--- config.mk ---
export PLATFORM = sky130hd
export DESIGN_NAME = rdma_repeat_ctr
export DESIGN_NICKNAME = d
export VERILOG_FILES = /design/src/rtl/rdma_pkg.sv /design/src/rtl/rdma_count_unit.sv /design/src/rtl/rdma_addr_unit.sv /design/src/rtl/rdma_repeat_ctr.sv
export SDC_FILE = /design/constraint.sdc
export NUM_CORES = 1
export LEC_CHECK = 0
export ABC_CLOCK_PERIOD_IN_PS = 6300
export BUFFER_PORTS_ARGS = -buffer_cell sky130_fd_sc_hd__buf_2
export CAP_MARGIN = 20
export CORE_MARGIN = 3
export CORE_UTILIZATION = 48
export CTS_CLUSTER_DIAMETER = 120
export DETAILED_ROUTE_END_ITERATION = 6
export GPL_ROUTABILITY_DRIVEN = 0
export MAX_ROUTING_LAYER = met4
export PLACE_DENSITY = 0.68
export SYNTH_ARGS = -nofsm -noshare
export SYNTH_HDL_FRONTEND = slang
export SYNTH_SLANG_ARGS = --single-unit
--- constraint.sdc ---
create_clock -name clk -period 6.3 [get_ports clk]
set_input_delay 0.945 -clock clk [delete_from_list [all_inputs] [get_ports clk]]
set_output_delay 0.945 -clock clk [all_outputs]
set_load 0.02 [all_outputs]
--- src/rtl/rdma_pkg.sv ---
package rdma_pkg;

    localparam int SEL_W = 3;

    typedef enum logic [SEL_W-1:0] {
        SEL_MEM  = 3'd0,
        SEL_IO   = 3'd1,
        SEL_LIVE = 3'd2,
        SEL_HOLD = 3'd3,
        SEL_CTL  = 3'd4
    } reg_sel_e;

    typedef enum logic {
        SZ_BYTE = 1'b0,
        SZ_WORD = 1'b1
    } xfer_size_e;

    localparam int CTL_W = 4;

    typedef struct packed {
        logic       mem_dst;
        logic       dec;
        xfer_size_e size;
        logic       en;
    } chan_ctl_t;

endpackage

--- src/rtl/rdma_count_unit.sv ---
module rdma_count_unit #(
    parameter int CNT_W = 8
) (
    input  logic             clk,
    input  logic             rst,
    input  logic             ld_live,
    input  logic             ld_hold,
    input  logic [CNT_W-1:0] wdata,
    input  logic             tick,
    output logic             wrap,
    output logic [CNT_W-1:0] live_q,
    output logic [CNT_W-1:0] hold_q
);
    localparam logic [CNT_W-1:0] ONE = CNT_W'(1);

    assign wrap = tick && (live_q == ONE);

    always_ff @(posedge clk) begin
        if (rst) begin
            live_q <= '0;
            hold_q <= '0;
        end else begin
            if (ld_live) begin
                live_q <= wdata;
            end else if (tick) begin
                live_q <= wrap ? hold_q : live_q - ONE;
            end
            if (ld_hold) begin
                hold_q <= wdata;
            end
        end
    end
endmodule

--- src/rtl/rdma_addr_unit.sv ---
module rdma_addr_unit
    import rdma_pkg::*;
#(
    parameter int ADDR_W = 24,
    parameter int IO_W   = 16,
    parameter int CNT_W  = 8
) (
    input  logic              clk,
    input  logic              rst,
    input  logic              ld_mem,
    input  logic              ld_io,
    input  logic [ADDR_W-1:0] wdata,
    input  logic              tick,
    input  logic              wrap,
    input  xfer_size_e        size,
    input  logic              dec,
    input  logic [CNT_W-1:0]  hold,
    output logic [ADDR_W-1:0] mem_q,
    output logic [ADDR_W-1:0] io_full
);
    localparam int HI_W = ADDR_W - IO_W;

    logic [IO_W-1:0]   io_q;
    logic [ADDR_W-1:0] step;
    logic [ADDR_W-1:0] fwd;
    logic [ADDR_W-1:0] blk_len;
    logic [ADDR_W-1:0] rewind_mag;
    logic [ADDR_W-1:0] rewound;

    always_comb begin
        step       = (size == SZ_WORD) ? ADDR_W'(2) : ADDR_W'(1);
        fwd        = dec ? mem_q - step : mem_q + step;
        blk_len    = (hold == '0) ? (ADDR_W'(1) << CNT_W) : ADDR_W'(hold);
        rewind_mag = (size == SZ_WORD) ? (blk_len << 1) : blk_len;
        rewound    = dec ? fwd + rewind_mag : fwd - rewind_mag;
    end

    always_ff @(posedge clk) begin
        if (rst) begin
            mem_q <= '0;
            io_q  <= '0;
        end else begin
            if (ld_mem) begin
                mem_q <= wdata;
            end else if (tick) begin
                mem_q <= wrap ? rewound : fwd;
            end
            if (ld_io) begin
                io_q <= wdata[IO_W-1:0];
            end
        end
    end

    assign io_full = {{HI_W{1'b1}}, io_q};
endmodule

--- src/rtl/rdma_repeat_ctr.sv ---
module rdma_repeat_ctr
    import rdma_pkg::*;
#(
    parameter int ADDR_W = 24,
    parameter int IO_W   = 16,
    parameter int CNT_W  = 8
) (
    input  logic              clk,
    input  logic              rst,
    input  logic              wr_en,
    input  logic [2:0]        wr_sel,
    input  logic [ADDR_W-1:0] wr_data,
    input  logic              xfer_done,
    output logic [ADDR_W-1:0] src_addr,
    output logic [ADDR_W-1:0] dst_addr
);
    chan_ctl_t         ctl_q;
    logic              ld_mem, ld_io, ld_live, ld_hold, ld_ctl;
    logic              tick, wrap;
    logic [CNT_W-1:0]  live_q, hold_q;
    logic [ADDR_W-1:0] mem_q, io_full;
    logic              en_w, dec_w, dst_w;
    xfer_size_e        size_w;

    always_comb begin
        ld_mem  = wr_en && (reg_sel_e'(wr_sel) == SEL_MEM);
        ld_io   = wr_en && (reg_sel_e'(wr_sel) == SEL_IO);
        ld_live = wr_en && (reg_sel_e'(wr_sel) == SEL_LIVE);
        ld_hold = wr_en && (reg_sel_e'(wr_sel) == SEL_HOLD);
        ld_ctl  = wr_en && (reg_sel_e'(wr_sel) == SEL_CTL);
    end

    always_ff @(posedge clk) begin
        if (rst) begin
            ctl_q <= '0;
        end else if (ld_ctl) begin
            ctl_q <= chan_ctl_t'(wr_data[CTL_W-1:0]);
        end
    end

    assign en_w   = ctl_q.en;
    assign dec_w  = ctl_q.dec;
    assign dst_w  = ctl_q.mem_dst;
    assign size_w = ctl_q.size;
    assign tick   = en_w && xfer_done && !wr_en;

    rdma_count_unit #(.CNT_W(CNT_W)) u_cnt (
        .clk     (clk),
        .rst     (rst),
        .ld_live (ld_live),
        .ld_hold (ld_hold),
        .wdata   (wr_data[CNT_W-1:0]),
        .tick    (tick),
        .wrap    (wrap),
        .live_q  (live_q),
        .hold_q  (hold_q)
    );

    rdma_addr_unit #(.ADDR_W(ADDR_W), .IO_W(IO_W), .CNT_W(CNT_W)) u_addr (
        .clk     (clk),
        .rst     (rst),
        .ld_mem  (ld_mem),
        .ld_io   (ld_io),
        .wdata   (wr_data),
        .tick    (tick),
        .wrap    (wrap),
        .size    (size_w),
        .dec     (dec_w),
        .hold    (hold_q),
        .mem_q   (mem_q),
        .io_full (io_full)
    );

    assign src_addr = dst_w ? io_full : mem_q;
    assign dst_addr = dst_w ? mem_q : io_full;
endmodule

* Yosys cells after proc, flatten, opt, wreduce, memory -nomap -nowiden *
Cells that the tools add are included.
Widths: inputs -> output; s select.

cells by class
  reductions and logical operators = 13
  mux-type cells = 13
  equal/unequal tests = 5
  add/subtract/negate cells = 5

operators with widths
  cell                 count
  $mux 24              8
  $add 24x24->24       2
  $sub 24x24->24       2
  $mux 8               3
  $mux 9               1
  $eq 8x1->1 const B   1
  $logic_and 1x1->1    8
  $logic_not 8->1      1
  $sub 8x1->8 const B  1
  $eq 3x2->1 const B   2
  $reduce_bool 2->1    2
  $eq 3x1->1 const B   1
  $eq 3x3->1 const B   1
  $logic_not 3->1      1
  $mux 2               1
  $logic_not 1->1      1

word-level totals
  register bits after elaboration = 60
  bits of input ports = 31
  output and inout bits = 48
  logic and storage cells = 44

* Logic depth before layout (Yosys ltp) *
Gate-level depths: netlist of the first run.

  depth after elaboration = 8
  mapped depth = 25
  depth with buffers taken out = 23

* By module *
Synthesis of the first run repeated with hierarchy kept, for this count alone.

unflattened totals
  cells, all modules = 778
  area, all modules = 6262.3 µm²

by module, submodules not included
  module           instances  cells an instance  area an instance (µm²)  seq. area each (µm²)
  rdma_addr_unit   1          598                4523.1                  800.8
  rdma_count_unit  1          104                870.8                   320.3
  rdma_repeat_ctr  1          76                 868.3                   80.1

* Least setup slack after synthesis of the first run *
OpenSTA, ideal clock, no wires.

  path type = register to register
  start point = reg ctl_q (netlist bit dec_w)
  end point = reg u_addr.mem_q[23]
  path buffers = 3
  cell stages (with the launch flop) = 23
  setup slack = 1204 ps
  setup time = 79 ps
  required time = 6221 ps
  clock period less this slack = 5096 ps
  arrival = 5017 ps
  cell sequence = dfxtp_1 -> clkbuf_1 -> clkbuf_1 -> clkbuf_1 -> nand2_1 -> inv_1 -> ha_1 -> nor2b_1 -> o31a_1 -> o21ai_2 -> a21oi_2 -> o31ai_2 -> and2_1 -> xnor2_1 -> ha_1 -> a21o_1 -> a21o_1 -> a21o_1 -> a2111o_1 -> o21ai_1 -> xor2_1 -> mux2_2 -> a211oi_2

on the way
  word-level cells in the longest chain between the ends = 6
  elaborated cells between the ends (all ways) = 7
  classes of those cells = add/sub: 2; mux: 5

ends and longest elaborated chain
  element                                                  line                   text
  from (decl)                                              rdma_repeat_ctr.sv:17  chan_ctl_t ctl_q;
  from (signal assigned)                                   rdma_repeat_ctr.sv:37  ctl_q <= chan_ctl_t'(wr_data[CTL_W-1:0]);
  $mux 24                                                  rdma_addr_unit.sv:32   fwd = dec ? mem_q - step : mem_q + step;
  $sub 24x24->24 / $add 24x24->24 (equally long branches)  rdma_addr_unit.sv:35   rewound = dec ? fwd + rewind_mag : fwd - rewind_mag;
  $mux 24                                                  rdma_addr_unit.sv:35
  $mux 24 *                                                rdma_addr_unit.sv:46   mem_q <= wrap ? rewound : fwd;
  $mux 24 *                                                rdma_addr_unit.sv:45   end else if (tick) begin
  $mux 24 *                                                rdma_addr_unit.sv:43   if (ld_mem) begin
  to (signal assigned)                                     rdma_addr_unit.sv:44   mem_q <= wdata;
  to (signal assigned)                                     rdma_addr_unit.sv:46
  to (decl)                                                rdma_addr_unit.sv:18   output logic [ADDR_W-1:0] mem_q,

Mark *: on every way between the ends. The rest lies on a longest branch, timed or not. The select of a mux whose other input is x is not followed.
A chain may end at the register's enable or synchronous reset.

* Worst setup path in the final report of the first run *
  start point = reg ctl_q (netlist bit size_w)
  end point = reg u_addr.mem_q[23]

on the way
  word-level cells in the longest chain between the ends = 8
  elaborated cells between the ends (all ways) = 11
  classes of those cells = add/sub: 4; mux: 7

ends and longest elaborated chain
  element                                                  line                  text
  $mux 2                                                   rdma_addr_unit.sv:31  step = (size == SZ_WORD) ? ADDR_W'(2) : ADDR_W'(1);
  $add 24x24->24 / $sub 24x24->24 (equally long branches)  rdma_addr_unit.sv:32
  $mux 24                                                  rdma_addr_unit.sv:32
  $sub 24x24->24 / $add 24x24->24 (equally long branches)  rdma_addr_unit.sv:35
  $mux 24                                                  rdma_addr_unit.sv:35
  $mux 24 *                                                rdma_addr_unit.sv:46
  $mux 24 *                                                rdma_addr_unit.sv:45
  $mux 24 *                                                rdma_addr_unit.sv:43

Marks and branches as above.

==> impl_metrics.json, run 1 <==
{
  "holdCritPathClass": "reg -> reg",
  "dp_cells": 1013,
  "crit_fanout": 22,
  "wl_per_cell_microns": 18.00,
  "min_period_ns": 5.389,
  "detail-route-antenna-nets": 0,
  "synth_nets": 888,
  "fmax_ghz": 0.1856,
  "yosys-top-cells-area": "dfxtp_1 (20%), ha_1 (10%), a21oi_1 (7.6%), nand2_1 (6.4%), mux2_2 (6.0%)",
  "clk-insertion-delay-late_ns": 0.33,
  "status": "finished clean",
  "cts_setup_buffers": 0,
  "port_buffers": 78,
  "fin_nets": 940,
  "grt_pass1_wl_microns": 29640,
  "clkPwrFrac_pct": 40.7,
  "fin_hold_ws_ns": 0.4650,
  "synth_cells": 806,
  "synth-xor-area-share_pct": 5.077,
  "fin_crit_sh_pct": 85.53,
  "tritoncts": "yes",
  "setup-violations-final": 0,
  "synth_seq_cells": 60,
  "antennaDiodeCount": 0,
  "end_kind": "flip-flop",
  "cts_max_level": 3,
  "tns_ns": 0,
  "cp.required_ns": 6.55,
  "coreArea_sq_um": 12160,
  "cts.clk_slew.worst_paths_ns": 0.06,
  "finalHoldViolations": 0,
  "synth_enable_flop_cells": 0,
  "synth_top_area_share_pct": 19.89,
  "yosysWarnings": 0,
  "chipWidth_microns": 118.2,
  "p_leak_uw": 0.002917,
  "yosys.area_share.simple_pct": 20.99,
  "irDropWorstVdd_v": 0.0001496,
  "synth_area_sq_um": 6038,
  "cts_made_buffers": 9,
  "row_count": 40,
  "wirelength_microns": 18560,
  "synth-compound-area-share_pct": 29.84,
  "ys_types": 69,
  "multi_input_area_sq_um": 4544,
  "p_per_area_nw_per_um2": 168.1,
  "dr.pass1.iters": 5,
  "async_flop_share_pct": 0,
  "synth_area_per_cell_sq_um": 7.492,
  "finClkSkew_ns": 0.007889,
  "finalMaxSlewViolations": 0,
  "ys_seq_area_share_pct": 19.89,
  "sw_frac_of_total_pct": 32.55,
  "comb_power_share_pct": 24.2,
  "drtIter0Drc": 534,
  "antenna_found_initial": 0,
  "ctsRootBufferMaster": "clkbuf_16",
  "cts_hold_buf": 0,
  "yosys-top-cells-count": "nand2_1 (103), a21oi_1 (92), nor2_1 (67)",
  "start_util_pct": 49.65,
  "dp_hpwl_microns": 14160,
  "seqPwrFrac_pct": 35.1,
  "grt_use_total_pct": 26.37,
  "design_area_sq_um": 6804,
  "power.switching_uw": 372.2,
  "arrival_ns": 5.64,
  "cts_buffer_depth": 2,
  "cts_resized": 0,
  "drc_errors": 0,
  "max_slew.worst_pin.slew_ns": 1.098,
  "synthFlopType": "dfxtp_1",
  "clock_sinks": 60,
  "place_area_sq_um": 6505,
  "avgViaCountPerCell": 6.023,
  "rsz0062_at_grt": "false",
  "synth_adder_area_share_pct": 10.82,
  "startpoint_type": "flip-flop",
  "synthMuxAreaShare_pct": 8.454,
  "ios": 79,
  "grt_max_degree": 64,
  "slew_headroom_pct": 26.63,
  "final_cells": 1031,
  "path_class": "reg -> reg",
  "dp_slack_ns": 1.028,
  "die_area_sq_um": 13960,
  "maxCapViolations": 0,
  "dr_total_vias": 6210,
  "area_growth_pct": 12.68,
  "internal_power_uw": 771.5,
  "register_area_sq_um": 1202,
  "yosysTopAreaCell": "dfxtp_1",
  "yosysMostFrequentCell": "nand2_1",
  "grt_pass1_vias": 5789,
  "overflow": 0,
  "die_height_microns": 118.2,
  "synth_top_family_by_area": "compound AO/OA/AOI/OAI gates",
  "fin_ws_ns": 0.9113,
  "drive_above_1_share_pct": 19.12,
  "nFillCells": 1172
}
per-layer routing:
metal	track usage, %	vias to the layer above	part of all wire, %
li1	-	3050	-
met1	32.27	2931	43
met2	44.80	195	49
met3	3.684	34	4.6
met4	8.645	0	3.0
met5	-	-	0
final timing paths:
check | from | endpoint | slack (ns) | depth (start not counted)
worst max-delay path | size_w$_SDFFE_PP0P_ | u_addr.mem_q[23]$_SDFFE_PP0P_ | 0.91 | 18
worst min-delay path | u_addr.io_q[4]$_SDFFE_PP0P_ | u_addr.io_q[4]$_SDFFE_PP0P_ | 0.47 | 2
worst max register to register | size_w$_SDFFE_PP0P_ | u_addr.mem_q[23]$_SDFFE_PP0P_ | 0.91 | 18
worst min register to register | u_addr.io_q[4]$_SDFFE_PP0P_ | u_addr.io_q[4]$_SDFFE_PP0P_ | 0.47 | 2
through the flow:
stage               util, %  power, uW
global route          55.95       1197
floorplan                 -      609.5
detailed placement    53.49      680.3
CTS                   55.79       1145
finish                55.95       1144
global placement      53.49      673.1
layout make-up:
cell class	instances	share of cell area (%)
multi-input combinational	671	66.79
sequential	60	17.67
timing repair buffer	86	6.675
clock buffer	9	3.310
tap	168	3.089
inverter	30	1.655
clock inverter	7	0.8091
registers in the layout (all words and copies together) (netlist names):
signal and cells:
u_addr.mem_q 24, u_addr.io_q 16, u_cnt.hold_q 8, u_cnt.live_q 8
dec_w 1, dst_w 1, en_w 1, size_w 1
power groups by stage:
| stage | combinational, uW | sequential, uW | clock (uW) |
|---|---|---|---|
| 2_1_floorplan | 207 | 403 | 0 |
| 5_1_grt | 303 | 403 | 491 |
| 6_report | 276 | 402 | 465 |
| 3_3_place_gp | 264 | 409 | 0 |
| 3_5_place_dp | 270 | 410 | 0 |
| 4_1_cts | 272 | 401 | 472 |
critical path, stage by stage, from the launching register on:
cell and delay [ns]:
dfxtp_1 0.88, inv_1 0.28, nand2_1 0.15, ha_1 0.18, nand2b_1 0.12, a2111oi_2 0.72, nand2b_1 0.16, a32o_1 0.29
a221oi_1 0.26, ha_1 0.35, a2111o_1 0.43, a21o_1 0.19, nand3_1 0.14, a31o_2 0.22, a21oi_1 0.07, o21ai_1 0.17
xor2_1 0.17, mux2_2 0.35, a211oi_2 0.17
cell usage in the layout (no fill, tap or decap), types with 4 or more instances in the layout:
cell,netlist,layout
o21ai_1,7,7
a221oi_1,10,10
nor2b_1,8,8
buf_4,0,6
or2_2,14,14
or3_1,7,7
o21bai_1,5,5
a22oi_1,18,18
xnor2_1,21,21
nand3_1,12,12
nor2_1,67,67
o211ai_1,13,13
clkbuf_16,0,9
a211oi_1,9,9
a21o_1,17,17
mux2_2,32,32
mux2i_1,15,15
inv_6,0,4
o22ai_1,8,8
nand2_1,103,103
buf_2,7,78
ha_1,49,49
a21oi_1,92,92
o21ai_0,20,20
nor3b_1,5,5
nand2b_1,18,18
o21a_1,13,13
a2111o_1,6,6
inv_1,30,30
a31oi_1,13,13
nor3_1,18,17
dfxtp_1,60,59
nand4_1,4,4
xor2_1,14,14
logic make-up after synthesis:
group,count (synthesis)
flip-flops,60
AND/OR/NAND/NOR,270
adder cells (fa/ha/maj),51
AO/OA/AOI/OAI,268
multiplexers,47
XOR/XNOR,35
buffers and inverters,75
(Power assumes the default switching activity.)
==> inputs of run 2 (changes only) <==
--- a/config.mk
+++ b/config.mk
@@ -5,16 +5,17 @@
 export SDC_FILE = /design/constraint.sdc
 export NUM_CORES = 1
 export LEC_CHECK = 0
+export ABC_AREA = 1
 export ABC_CLOCK_PERIOD_IN_PS = 6300
 export BUFFER_PORTS_ARGS = -buffer_cell sky130_fd_sc_hd__buf_2
 export CAP_MARGIN = 20
 export CORE_MARGIN = 3
-export CORE_UTILIZATION = 48
+export CORE_UTILIZATION = 34
 export CTS_CLUSTER_DIAMETER = 120
 export DETAILED_ROUTE_END_ITERATION = 6
 export GPL_ROUTABILITY_DRIVEN = 0
 export MAX_ROUTING_LAYER = met4
-export PLACE_DENSITY = 0.68
 export SYNTH_ARGS = -nofsm -noshare
 export SYNTH_HDL_FRONTEND = slang
+export SYNTH_HIERARCHICAL = 1
 export SYNTH_SLANG_ARGS = --single-unit
==> run 2 against run 1 <==
Effect of this change: register-to-register slack gained 1.2 ns; via count grew 21%; clock skew grew 0.0070 ns; largest power group is now combinational logic; design area grew 17%; core utilization shrank 17 points.
==> impl_metrics.json, run 2 <==
{
  "finalHoldViolations": 0,
  "status": "finished clean",
  "cts_setup_buffers": 0,
  "overflow": 0,
  "irDropWorstVdd_v": 0.0001108,
  "fin_crit_sh_pct": 65.76,
  "drtIter0Drc": 530,
  "dp_cells": 1504,
  "cts_hold_buf": 0,
  "dp_hpwl_microns": 17010,
  "area_growth_pct": 11.72,
  "reg_top3": "u_addr/mem_q x24, u_addr/io_q x16",
  "yosysTopAreaCell": "dfxtp_1",
  "synth_enable_flop_cells": 0,
  "ctsRootBufferMaster": "clkbuf_16",
  "yosys-top-cells-count": "nand2_1 (318), inv_1 (175), nor2_1 (96)",
  "die_area_sq_um": 22720,
  "chipWidth_microns": 150.7,
  "crit_fanout": 11,
  "wl_per_cell_microns": 14.01,
  "wirelength_microns": 21310,
  "start_util_pct": 34.85,
  "layout_commonest_cell": "nand2_1",
  "largest_reg_flops": 24,
  "avgViaCountPerCell": 4.949,
  "antennaDiodeCount": 0,
  "grt_max_degree": 89,
  "synthFlopType": "dfxtp_1",
  "largest_register": "u_addr/mem_q",
  "nFillCells": 2266,
  "ys_types": 49,
  "clk-insertion-delay-late_ns": 0.34,
  "final_cell_mix": "nand2_1 (318), inv_1 (175), nor2_1 (96)",
  "path_class": "reg -> reg",
  "dr_total_vias": 7528,
  "maxCapViolations": 0,
  "cts.clk_slew.worst_paths_ns": 0.06,
  "tritoncts": "yes",
  "end_kind": "flip-flop",
  "synth_cells": 1186,
  "grt_pass1_wl_microns": 33240,
  "cts_buffer_depth": 2,
  "fmax_ghz": 0.2414,
  "startpoint_type": "flip-flop",
  "final_cells": 1521,
  "yosysMostFrequentCell": "nand2_1",
  "p_leak_uw": 0.003964,
  "clock_sinks": 60,
  "cts_max_level": 3,
  "dr.pass1.iters": 6,
  "ios": 79,
  "grt_use_total_pct": 18.66,
  "p_per_area_nw_per_um2": 177.5,
  "min_period_ns": 4.143,
  "yosysWarnings": 6,
  "rsz0062_at_grt": "false",
  "detail-route-antenna-nets": 0,
  "yosys-top-cells-area": "dfxtp_1 (17%), nand2_1 (17%), inv_1 (9.2%), ha_1 (8.6%), a21oi_1 (6.5%)",
  "cts_made_buffers": 9,
  "tns_ns": 0,
  "setup-violations-final": 0,
  "async_flop_share_pct": 0,
  "grt_pass1_vias": 6610,
  "fin_hold_ws_ns": 0.4675,
  "fin_nets": 1328,
  "cp.required_ns": 6.49,
  "synth_top_area_share_pct": 16.87,
  "synth_area_per_cell_sq_um": 6.004,
  "synth_area_sq_um": 7121,
  "ys_seq_area_share_pct": 16.87,
  "cts_resized": 0,
  "die_height_microns": 150.7,
  "arrival_ns": 4.33,
  "slew_headroom_pct": 46.44,
  "port_buffers": 78,
  "holdCritPathClass": "reg -> reg",
  "synth_seq_cells": 60,
  "drc_errors": 0,
  "max_slew.worst_pin.slew_ns": 0.8014,
  "finClkSkew_ns": 0.01486,
  "row_count": 52,
  "finalMaxSlewViolations": 0,
  "drive_above_1_share_pct": 15.51,
  "antenna_found_initial": 0,
  "coreArea_sq_um": 20430
}
==> run 2: cell types whose count changed after synthesis, moves of 18 or more <==
cell / delta
o21ai_0: +34
inv_1: +145
nand2_2: +19
nand3_1: +63
nor2_1: +29
mux2_2: -32
nand2_1: +215
clkbuf_1: -22
nand2b_1: -18
a21oi_2: +26
==> run 2: final timing paths <==
check / start / end / slack [ns] / cells after the start
worst max-delay path: dec_w$_SDFFE_PP0P_ / u_addr/mem_q[19]$_SDFFE_PP0P_ / 2.16 / 21
worst min-delay path: u_addr/io_q[11]$_SDFFE_PP0P_ / u_addr/io_q[11]$_SDFFE_PP0P_ / 0.47 / 2
worst max register to register: dec_w$_SDFFE_PP0P_ / u_addr/mem_q[19]$_SDFFE_PP0P_ / 2.16 / 21
worst min register to register: u_addr/io_q[11]$_SDFFE_PP0P_ / u_addr/io_q[11]$_SDFFE_PP0P_ / 0.47 / 2
==> run 2: worst max-delay path, cell delays in order, from the launching register on <==
cell      delay, ns
dfxtp_1        0.33
clkinv_1       0.41
nor2_1         0.29
inv_1          0.09
fa_1           0.42
nand3b_1       0.18
nand2_2        0.13
nand3_1        0.08
nand2_1        0.13
nand4_1        0.15
nand3_1        0.13
nand2_1        0.08
ha_1           0.35
nand2_1        0.13
nor2_1         0.24
inv_1          0.08
nor2_1         0.13
nand4_1        0.18
nand4_1        0.14
nand3_1        0.09
nand3_1        0.15
a21oi_1        0.07
==> run 2: kinds of logic (layout without fill, tap and decap cells) <==
family / Yosys count / in the layout / share of synthesized area (%)
AOI/OAI and AO/OA: 244 / 244 / 20.88
xor gates and xnor gates: 25 / 25 / 3.391
adders and majority gates: 51 / 51 / 9.172
buffers and inverters: 228 / 286 / 13.58
DFF: 60 / 60 / 16.87
other: 1 / 8 / 0.05266
and+or+nand+nor: 577 / 577 / 36.06
==> run 2: final cells by class <==
type / count / area (sq um) / area share (%)
Sequential cell: 60 / 1202 / 15.11
Timing Repair Buffer: 86 / 451.7 / 5.678
Inverter: 184 / 690.7 / 8.682
Multi-Input combinational cell: 905 / 4989 / 62.71
Tap cell: 270 / 337.8 / 4.247
Clock buffer: 9 / 225.2 / 2.831
Clock inverter: 7 / 58.81 / 0.7392
==> run 2: power breakdown <==
part	internal [uW]	switching [uW]	leakage [uW]
registers	391	12.2	0.000487
logic	179	357	0.00334
clock network	272	201	0.000138
==> run 2: layer usage <==
layer	vias up	routed length [microns]	part of all wire (%)	track usage (%)
li1	3975	-	-	-
met5	-	0	0	-
met4	0	194	0.91	3.264
met3	17	1190	5.6	2.228
met2	205	9891	46	30.43
met1	3331	10030	47	25.26
==> run 2: stage by stage <==
stage / setup WS (ns) / cell area [sq um] / power, uW / utilization [%]
3_3_place_gp: 2.293 / 7655 / 933.8 / 37.47
2_1_floorplan: 2.333 / 7147 / 818.2 / -
3_5_place_dp: 2.310 / 7660 / 937.4 / 37.49
6_report: 2.157 / 7955 / 1412 / 38.94
4_1_cts: 2.276 / 7944 / 1417 / 38.88
5_1_grt: 1.855 / 7955 / 1504 / 38.94
==> inputs of run 3 (changes only) <==
--- a/config.mk
+++ b/config.mk
@@ -6,7 +6,7 @@
 export NUM_CORES = 1
 export LEC_CHECK = 0
 export ABC_AREA = 1
-export ABC_CLOCK_PERIOD_IN_PS = 6300
+export ABC_CLOCK_PERIOD_IN_PS = 4000
 export BUFFER_PORTS_ARGS = -buffer_cell sky130_fd_sc_hd__buf_2
 export CAP_MARGIN = 20
 export CORE_MARGIN = 3
==> constraint.sdc (replaced) <==
create_clock -name clk -period 4 [get_ports clk]
set_input_delay 0.6 -clock clk [delete_from_list [all_inputs] [get_ports clk]]
set_output_delay 0.6 -clock clk [all_outputs]
set_load 0.02 [all_outputs]
==> run 3 against run 2 <==
Effect of this change: the flow now finishes with violations (design-rule violations); die area did not move; first-iteration DRC count increased by 10%; flip-flop and latch count stayed put; largest cell class unchanged; largest power group unchanged; highest routed layer unchanged.
==> impl_metrics.json, run 3 (synthesized netlist as in run 2, its figures left out) <==
{
  "status": "complete, but fails checks",
  "violations": "design-rule violations",
  "rsz0062_at_grt": "false",
  "die_height_microns": 150.7,
  "cts_buffer_depth": 2,
  "drtIter0Drc": 583,
  "dr_total_vias": 7579,
  "path_buf_inv": 1,
  "largest_register": "u_addr/mem_q",
  "cts_setup_buffers": 0,
  "cts_made_buffers": 9,
  "antenna_found_initial": 0,
  "crit_chain": "inv_1 -> ha_1 -> fa_1 -> nand3b_1 -> nand2_2 -> nand3_1 -> nand2_1 -> nand2_1 -> nand2_1 -> nand2_1 -> and2_1 -> ha_1 -> nand2_2 -> o21ai_0 -> nor2_1 -> a21o_1 -> nand3_1 -> nand3_1 -> a21oi_1",
  "fin_nets": 1332,
  "cp_common_cell": "nand2_1",
  "startpoint_type": "flip-flop",
  "p_per_area_nw_per_um2": 286.1,
  "drc_errors": 2,
  "overflow": 0,
  "tritoncts": "yes",
  "area_growth_pct": 12.81,
  "nFillCells": 2238,
  "dp_slack_ns": 0.3314,
  "cts.clk_slew.worst_paths_ns": 0.06,
  "clock_sinks": 60,
  "finalHoldViolations": 0,
  "final_cell_mix": "nand2_1 (317), inv_1 (175), nor2_1 (95)",
  "min_period_ns": 3.663,
  "cts_max_level": 3,
  "dr.pass1.iters": 7,
  "setup-violations-final": 0,
  "max_slew.worst_pin.slew_ns": 0.8742,
  "slew_headroom_pct": 41.72,
  "layout_commonest_cell": "nand2_1",
  "slowest_stage": "dfxtp_1",
  "final_cells": 1525,
  "avgViaCountPerCell": 4.970,
  "drt-met1-wl_microns": 10190,
  "ios": 79,
  "clk-insertion-delay-late_ns": 0.34,
  "irDropWorstVdd_v": 0.0002427,
  "maxCapViolations": 0,
  "antennaDiodeCount": 0,
  "arrival_ns": 3.92,
  "dp_cells": 1509,
  "fin_ws_ns": 0.3366,
  "fin_crit_sh_pct": 91.58,
  "met3_wirelength_microns": 1105,
  "cp.required_ns": 4.26,
  "grt_max_degree": 55,
  "wirelength_microns": 21330,
  "start_util_pct": 34.85,
  "tns_ns": 0,
  "wl_per_cell_microns": 13.99,
  "dp_hpwl_microns": 17110,
  "coreArea_sq_um": 20430,
  "ctsRootBufferMaster": "clkbuf_16",
  "holdCritPathClass": "reg -> reg",
  "reg_top3": "u_addr/mem_q x24, u_addr/io_q x16",
  "chipWidth_microns": 150.7,
  "finClkSkew_ns": 0.008983,
  "path_class": "reg -> reg",
  "fmax_ghz": 0.2730,
  "grt_pass1_wl_microns": 34050,
  "die_area_sq_um": 22720,
  "dr_wl_met2_microns": 9697,
  "grt_use_total_pct": 19.06,
  "crit_family": "simple AND/OR/NAND/NOR gates",
  "detail-route-antenna-nets": 0,
  "grt_pass1_vias": 6876,
  "top_layer_used": "met4",
  "crit_fanout": 6,
  "port_buffers": 78,
  "finalMaxSlewViolations": 0,
  "drive_above_1_share_pct": 16.18,
  "end_kind": "flip-flop",
  "largest_reg_flops": 24,
  "row_count": 52,
  "cpPeakStageDelay_ns": 0.42,
  "p_leak_uw": 0.003992
}
==> run 3: cell types whose count changed in the layout (fill, tap and decap cells not counted), sizes merged <==
cell / delta
buf: +4
clkinv: -3
bufinv: +1
clkinvlp: +1
inv: +1
==> run 3: worst min-delay path, cell delays in order, from the launching register on <==
cell	delay, ns
dfxtp_1	0.31
nand2_1	0.06
a21oi_1	0.05
==> run 3: area by class of cell <==
cell class | instances | area (sq um) | share of cell area (%)
multi-input combinational | 905 | 5000 | 62.24
sequential | 60 | 1204 | 14.98
inverter | 184 | 690.7 | 8.598
timing repair buffer | 90 | 493.0 | 6.137
tap | 270 | 337.8 | 4.206
clock buffer | 9 | 225.2 | 2.804
clock inverter | 7 | 82.58 | 1.028
==> run 3: what timing repair did <==
action                                  4_1_cts  5_1_grt
hold endpoints to repair                      0        0
endpoints found under the setup margin        0        4
gates resized for setup                       0        6
hold buffers                                  0        0
==> run 3: final timing paths <==
check,from,endpoint,slack [ns],depth (start not counted)
max,size_w$_SDFFE_PP0P_,u_addr/mem_q[13]$_SDFFE_PP0P_,0.34,19
min,u_addr/io_q[14]$_SDFFE_PP0P_,u_addr/io_q[14]$_SDFFE_PP0P_,0.47,2
max reg2reg,size_w$_SDFFE_PP0P_,u_addr/mem_q[13]$_SDFFE_PP0P_,0.34,19
min reg2reg,u_addr/io_q[14]$_SDFFE_PP0P_,u_addr/io_q[14]$_SDFFE_PP0P_,0.47,2
==> run 3: where the power goes <==
part	leakage, uW	switching [uW]	internal [uW]	total [uW]
clock	0.000145	323	493	816
sequential	0.000487	22.6	615	638
combinational	0.00336	557	287	844
total	0.00399	903	1400	2300
==> run 3: per-stage QoR <==
stage	util [%]	instance area [sq um]	total power, uW	hold WS [ns]
floorplan	-	7147	1289	0.4409
global placement	37.75	7712	1474	0.4515
detailed placement	37.75	7712	1477	0.4599
CTS	39.26	8020	2304	0.4662
global route	39.32	8033	2460	0.4842
finish	39.32	8033	2298	0.4653
==> run 3: routing by layer <==
layer  global-route usage [%]  up-vias
li1                         -     3990
met1                    25.81     3355
met2                    30.59      209
met3                    2.318       25
met4                    4.261        0
met5                        -        -
